File: src/rtl/memgate_pkg.sv
package memgate_pkg;
  localparam int MODE_EN_BIT  = 0;
  localparam int MODE_MIR_BIT = 1;
  localparam int MODE_LP_BIT  = 2;
  localparam int MODE_BITS    = 3;

  typedef struct packed {
    logic lp;
    logic mir;
    logic en;
  } mode_t;

  typedef enum logic [1:0] {
    GS_IDLE = 2'd0,
    GS_FWD  = 2'd1,
    GS_WAIT = 2'd2,
    GS_ERR  = 2'd3
  } gate_state_e;
endpackage

File: src/rtl/memgate_rst_sync.sv
module memgate_rst_sync #(
  parameter int STAGES = 2
) (
  input  logic clk,
  input  logic rst_n,
  output logic rst_n_sync
);
  logic [STAGES-1:0] chain_q;

  always_ff @(posedge clk or negedge rst_n) begin
    if (!rst_n) chain_q <= '0;
    else        chain_q <= {chain_q[STAGES-2:0], 1'b1};
  end

  assign rst_n_sync = chain_q[STAGES-1];
endmodule

File: src/rtl/memgate_regs.sv
module memgate_regs
  import memgate_pkg::*;
#(
  parameter int DATA_W    = 32,
  parameter int ADDR_W    = 2,
  parameter int CTRL_ADDR = 0,
  parameter int STAT_ADDR = 1
) (
  input  logic              clk,
  input  logic              rst_n,
  input  logic              sel,
  input  logic              wr,
  input  logic [ADDR_W-1:0] addr,
  input  logic [DATA_W-1:0] wdata,
  input  logic              idle,
  output logic [DATA_W-1:0] rdata,
  output mode_t             mode,
  output logic              viol
);
  mode_t mode_q, mode_d;
  logic  viol_q, viol_d;
  logic  ctrl_wr, stat_wr, mode_change, viol_en;

  always_comb begin
    ctrl_wr     = sel && wr && (addr == ADDR_W'(CTRL_ADDR));
    stat_wr     = sel && wr && (addr == ADDR_W'(STAT_ADDR));
    mode_d.en   = wdata[MODE_EN_BIT];
    mode_d.mir  = wdata[MODE_MIR_BIT];
    mode_d.lp   = wdata[MODE_LP_BIT];
    mode_change = ctrl_wr && !idle &&
                  ((mode_d.en != mode_q.en) || (mode_d.lp != mode_q.lp));
    viol_en     = mode_change || (stat_wr && wdata[0]);
    viol_d      = mode_change;
  end

  always_ff @(posedge clk or negedge rst_n) begin
    if (!rst_n) begin
      mode_q <= '{lp: 1'b0, mir: 1'b1, en: 1'b1};
    end else if (ctrl_wr) begin
      mode_q <= mode_d;
    end
  end

  always_ff @(posedge clk or negedge rst_n) begin
    if (!rst_n)       viol_q <= 1'b0;
    else if (viol_en) viol_q <= viol_d;
  end

  always_comb begin
    rdata = '0;
    if (addr == ADDR_W'(CTRL_ADDR)) begin
      rdata[MODE_EN_BIT]  = mode_q.en;
      rdata[MODE_MIR_BIT] = mode_q.mir;
      rdata[MODE_LP_BIT]  = mode_q.lp;
    end else if (addr == ADDR_W'(STAT_ADDR)) begin
      rdata[0] = viol_q;
    end
  end

  assign mode = mode_q;
  assign viol = viol_q;
endmodule

File: src/rtl/memgate_csmap.sv
module memgate_csmap #(
  parameter int NUM_CS     = 8,
  parameter int CS_IDX_W   = $clog2(NUM_CS),
  parameter int MIR_TARGET = 1,
  parameter int MIR_SRC_A  = 0,
  parameter int MIR_SRC_B  = 4
) (
  input  logic [CS_IDX_W-1:0] idx,
  input  logic                mirror,
  output logic [NUM_CS-1:0]   onehot
);
  logic [CS_IDX_W-1:0] mapped;

  always_comb begin
    if (mirror && (idx == CS_IDX_W'(MIR_SRC_A) || idx == CS_IDX_W'(MIR_SRC_B)))
      mapped = CS_IDX_W'(MIR_TARGET);
    else
      mapped = idx;
  end

  for (genvar g = 0; g < NUM_CS; g++) begin : g_dec
    assign onehot[g] = (mapped == CS_IDX_W'(g));
  end
endmodule

File: src/rtl/memgate_fsm.sv
module memgate_fsm
  import memgate_pkg::*;
#(
  parameter int NUM_CS = 8
) (
  input  logic              clk,
  input  logic              rst_n,
  input  logic              req_valid,
  input  logic              gate_open,
  input  logic [NUM_CS-1:0] cs_in,
  input  logic              mem_ready,
  input  logic              mem_done,
  output logic              req_ready,
  output logic              mem_valid,
  output logic [NUM_CS-1:0] mem_cs,
  output logic              rsp_valid,
  output logic              rsp_err,
  output logic              idle
);
  gate_state_e state_q, state_d;
  logic [NUM_CS-1:0] cs_q;
  logic accept, cs_en;

  always_comb begin
    accept  = req_valid && (state_q == GS_IDLE);
    cs_en   = accept && gate_open;
    state_d = state_q;
    unique case (state_q)
      GS_IDLE: if (accept)    state_d = gate_open ? GS_FWD : GS_ERR;
      GS_FWD:  if (mem_ready) state_d = GS_WAIT;
      GS_WAIT: if (mem_done)  state_d = GS_IDLE;
      GS_ERR:                 state_d = GS_IDLE;
      default:                state_d = GS_IDLE;
    endcase
  end

  always_ff @(posedge clk or negedge rst_n) begin
    if (!rst_n) state_q <= GS_IDLE;
    else        state_q <= state_d;
  end

  always_ff @(posedge clk or negedge rst_n) begin
    if (!rst_n)     cs_q <= '0;
    else if (cs_en) cs_q <= cs_in;
  end

  always_comb begin
    idle      = (state_q == GS_IDLE);
    req_ready = idle;
    mem_valid = (state_q == GS_FWD);
    mem_cs    = (state_q == GS_FWD || state_q == GS_WAIT) ? cs_q : '0;
    rsp_err   = (state_q == GS_ERR);
    rsp_valid = rsp_err || ((state_q == GS_WAIT) && mem_done);
  end
endmodule

File: src/rtl/memctl_mode_gate.sv
module memctl_mode_gate
  import memgate_pkg::*;
#(
  parameter int DATA_W     = 32,
  parameter int ADDR_W     = 2,
  parameter int NUM_CS     = 8,
  parameter int CS_IDX_W   = $clog2(NUM_CS),
  parameter int MIR_TARGET = 1,
  parameter int MIR_SRC_A  = 0,
  parameter int MIR_SRC_B  = 4
) (
  input  logic                clk,
  input  logic                rst_n,
  input  logic                reg_sel,
  input  logic                reg_wr,
  input  logic [ADDR_W-1:0]   reg_addr,
  input  logic [DATA_W-1:0]   reg_wdata,
  output logic [DATA_W-1:0]   reg_rdata,
  input  logic                req_valid,
  output logic                req_ready,
  input  logic [CS_IDX_W-1:0] req_cs,
  output logic                mem_valid,
  input  logic                mem_ready,
  output logic [NUM_CS-1:0]   mem_cs,
  input  logic                mem_done,
  output logic                rsp_valid,
  output logic                rsp_err,
  output logic                idle,
  output logic                refresh_en
);
  logic              rst_n_i;
  mode_t             mode;
  logic              viol;
  logic              mode_en, mode_lp, mode_mir, gate_open;
  logic [NUM_CS-1:0] cs_onehot;

  memgate_rst_sync #(.STAGES(2)) u_rst (
    .clk(clk), .rst_n(rst_n), .rst_n_sync(rst_n_i)
  );

  memgate_regs #(.DATA_W(DATA_W), .ADDR_W(ADDR_W), .CTRL_ADDR(0), .STAT_ADDR(1)) u_regs (
    .clk(clk), .rst_n(rst_n_i), .sel(reg_sel), .wr(reg_wr), .addr(reg_addr),
    .wdata(reg_wdata), .idle(idle), .rdata(reg_rdata), .mode(mode), .viol(viol)
  );

  assign mode_en    = mode.en;
  assign mode_lp    = mode.lp;
  assign mode_mir   = mode.mir;
  assign gate_open  = mode_en && !mode_lp;
  assign refresh_en = mode_en;

  memgate_csmap #(.NUM_CS(NUM_CS), .CS_IDX_W(CS_IDX_W), .MIR_TARGET(MIR_TARGET),
                  .MIR_SRC_A(MIR_SRC_A), .MIR_SRC_B(MIR_SRC_B)) u_map (
    .idx(req_cs), .mirror(mode_mir), .onehot(cs_onehot)
  );

  memgate_fsm #(.NUM_CS(NUM_CS)) u_fsm (
    .clk(clk), .rst_n(rst_n_i), .req_valid(req_valid), .gate_open(gate_open),
    .cs_in(cs_onehot), .mem_ready(mem_ready), .mem_done(mem_done),
    .req_ready(req_ready), .mem_valid(mem_valid), .mem_cs(mem_cs),
    .rsp_valid(rsp_valid), .rsp_err(rsp_err), .idle(idle)
  );
endmodule

File: config.mk
export PLATFORM = sky130hd
export DESIGN_NAME = memctl_mode_gate
export DESIGN_NICKNAME = d
export VERILOG_FILES = /design/src/rtl/memgate_pkg.sv /design/src/rtl/memgate_rst_sync.sv /design/src/rtl/memgate_regs.sv /design/src/rtl/memgate_csmap.sv /design/src/rtl/memgate_fsm.sv /design/src/rtl/memctl_mode_gate.sv
export SDC_FILE = /design/constraint.sdc
export NUM_CORES = 1
export LEC_CHECK = 0
export BUFFER_PORTS_ARGS = -buffer_cell sky130_fd_sc_hd__buf_2
export CORE_UTILIZATION = 38
export CTS_CLUSTER_DIAMETER = 200
export CTS_CLUSTER_SIZE = 10
export DETAILED_ROUTE_END_ITERATION = 6
export GPL_ROUTABILITY_DRIVEN = 1
export PLACE_DENSITY = 0.8
export SETUP_SLACK_MARGIN = 0.15
export SYNTH_ARGS = -nofsm -noshare
export SYNTH_HDL_FRONTEND = slang
export SYNTH_SLANG_ARGS = --single-unit
File: constraint.sdc
create_clock -name clk -period 1.5 [get_ports clk]
set_input_delay 0.375 -clock clk [delete_from_list [all_inputs] [get_ports clk]]
set_output_delay 0.375 -clock clk [all_outputs]
set_load 0.05 [all_outputs]
==> impl_metrics.json <==
{
  "detailedPlace.worstSlack_ns": -0.1062,
  "nets": 215,
  "grt_pass1_vias": 869,
  "relSlewSlack": 0.6096,
  "hold_class": "register to asynchronous set/reset pin",
  "cts_buffers": 3,
  "overflow": 0,
  "cp.required_ns": 1.12,
  "final_util": 0.6711,
  "crit_fanout": 8,
  "finalCritPeriodShare": 1.163,
  "p_total_mw": 3.410,
  "endpoint_kind": "output pin",
  "htree_levels": 1,
  "synth_top_area_share": 0.3302,
  "clkLatencyLatePin_ns": 0.29,
  "wire_per_inst_um": 14.08,
  "routed_wl_um": 2746,
  "regArea_um2": 406.6,
  "synthCells": 112,
  "slowest_delay_ns": 0.38,
  "antenna_found_initial": 0,
  "worstPathArrival_ns": 1.37,
  "die_area_um2": 3007,
  "ys_types": 26,
  "path_clk_slew_ns": 0.10,
  "core_area_um2": 2567,
  "synth_top_area_cell": "dfrtp_1",
  "gp_congestion": 0.7091,
  "crit_buf_inv": 2,
  "ys.flop_type": "dfrtp_1",
  "start_util": 0.4133,
  "vias_per_cell": 4.615,
  "critPathTopFamily": "flip-flops",
  "drt_iter0_drc": 9,
  "drive_above_1_share": 0.5697,
  "violations": "setup timing",
  "crit_path_start_kind": "register",
  "fill_cells": 175,
  "clk_path_buf_depth": 2,
  "drtAntennaViolNets": 0,
  "yosysWarnings": 0,
  "worst_slack_ns": -0.2448,
  "area_delta_synth_final_pct": 62.38,
  "die_w_um": 54.84,
  "multi_input_area_um2": 715.7,
  "antenna_cells": 0,
  "finalMaxSlewViolations": 0,
  "powerDensity_nw_per_um2": 1979,
  "grt_pass1_wl_um": 4008,
  "cp_slowest_cell": "dfrtp_1",
  "tightest_slew_ns": 0.5857,
  "grt_max_degree": 16,
  "rows": 18,
  "outcome": "complete, but fails checks",
  "fmax_ghz": 0.5731,
  "yosysMostFrequentCell": "buf_4",
  "finClkSkew_ns": 0.008820,
  "peakVddDrop_mv": 1.791,
  "setup_viol": 18,
  "drc": 0,
  "drt_first_pass_iters": 6,
  "io_pins": 90,
  "synth_seq_cells": 16,
  "hpwl_um": 1616,
  "synth_edf_count": 0,
  "synth-seq-area-share": 0.3797,
  "cts_sinks": 16,
  "drv_cap": 0,
  "die_height_um": 54.84,
  "rsz0062_at_grt": "true",
  "crit_type": "register to output pin",
  "path_cells": "inv_2 -> ha_4 -> and2_4 -> buf_8",
  "leakage_nw": 0.8292,
  "finalHoldViolCount": 0,
  "cts-root-buf": "clkbuf_4",
  "cts_tree": "yes",
  "fin_crit_ns": 1.745,
  "syn-cell-area_um2": 1061,
  "synth_area_per_cell_um2": 9.473,
  "async_flop_share": 1.000,
  "portBuffers": 31,
  "synth_commonest_cells": "buf_4 (30), dfrtp_1 (14), nand2_1 (10), and2_1 (8)",
  "vias": 900,
  "synthTopCellsByArea": "dfrtp_1 (33%), buf_4 (21%), ha_1 (5.9%)",
  "gr-usage-all-layers": 0.1934
}
what timing repair did:
item | CTS | global route
setup endpoints to repair | 21 | 27
setup buffers | 6 | 5
resized for setup | 57 | 24
pin swaps | 7 | 3
hold buffers | 1 | 0
cloned | 0 | 1
hold endpoints to repair | 2 | 0
cell type report:
| type | count | area share |
|---|---|---|
| clock buffer | 4 | 0.02106 |
| inverter | 7 | 0.01525 |
| multi-input combinational | 86 | 0.4154 |
| sequential | 16 | 0.2360 |
| tap | 30 | 0.02179 |
| timing repair buffer | 52 | 0.2905 |
metal layers:
metal  GRT usage  wire length, µm  vias up
met5           0                0        -
met4      0.1068               81        0
met3     0.03889              157        8
met2      0.3534             1517       47
met1      0.2027              989      429
li1            -                -      416
sequential cells by signal (all words and copies together) (netlist names):
name / flops
u_fsm.cs_q: 8
u_regs.mode: 3
u_fsm.state_q: 2
u_rst.chain_q: 2
u_regs.viol: 1
power breakdown:
group / leakage [nW] / switching (mW) / internal (mW)
sequential: 0.202 / 0.143 / 0.588
combinational: 0.606 / 1.32 / 1.07
clock: 0.0210 / 0.145 / 0.148
total: 0.829 / 1.61 / 1.80
stage by stage:
| step | hold slack (ns) | instances | TNS [ns] | cell area (µm²) |
|---|---|---|---|---|
| after floorplan | 0.07941 | 140 | -0.1148 | 1266 |
| after global placement | 0.1599 | 178 | -0.6730 | 1282 |
| after detailed placement | 0.1636 | 178 | -0.9253 | 1282 |
| after CTS | 0.2633 | 189 | -2.881 | 1593 |
| after global routing | 0.2925 | 195 | -4.103 | 1723 |
| final | 0.2463 | 195 | -3.101 | 1723 |
final timing paths:
check                                  from                to  slack (ns)  cells past startpoint
setup / recovery           u_fsm.state_q[0]         mem_cs[7]       -0.24                      4
max in group asynchronous  u_rst.chain_q[1]  u_fsm.state_q[1]        0.86                      0
min in group clk               reg_wdata[1]    u_regs.mode[1]        0.31                      2
hold reg to reg            u_rst.chain_q[1]     u_fsm.cs_q[5]        0.25                      0
setup reg to reg           u_fsm.state_q[0]  u_fsm.state_q[0]       -0.13                      4
hold / removal             u_rst.chain_q[1]     u_fsm.cs_q[5]        0.25                      0
placed cells by master, fill, tap and decap left out, types with 2 or more instances in the layout:
cell / count
o31ai_4: 3
a22o_1: 2
o21ai_0: 4
o21ai_1: 2
conb_1: 30
clkbuf_4: 3
buf_4: 12
nor2_1: 2
and2_4: 8
mux2_2: 4
buf_6: 12
nand2_1: 5
ha_4: 4
nand2_2: 2
nand2_4: 3
dfrtp_1: 14
inv_1: 4
xor2_1: 2
buf_2: 14
buf_8: 13
inv_2: 3
logic make-up after synthesis:
group | synth area share
XOR/XNOR | 0.01651
AO/OA/AOI/OAI | 0.1002
AND/OR/NAND/NOR | 0.1439
multiplexers | 0.05188
other | 0.007078
flip-flops | 0.3797
adder cells (fa/ha/maj) | 0.05896
buffers and inverters | 0.2417
No activity file was read; power rests on OpenSTA's default activity.
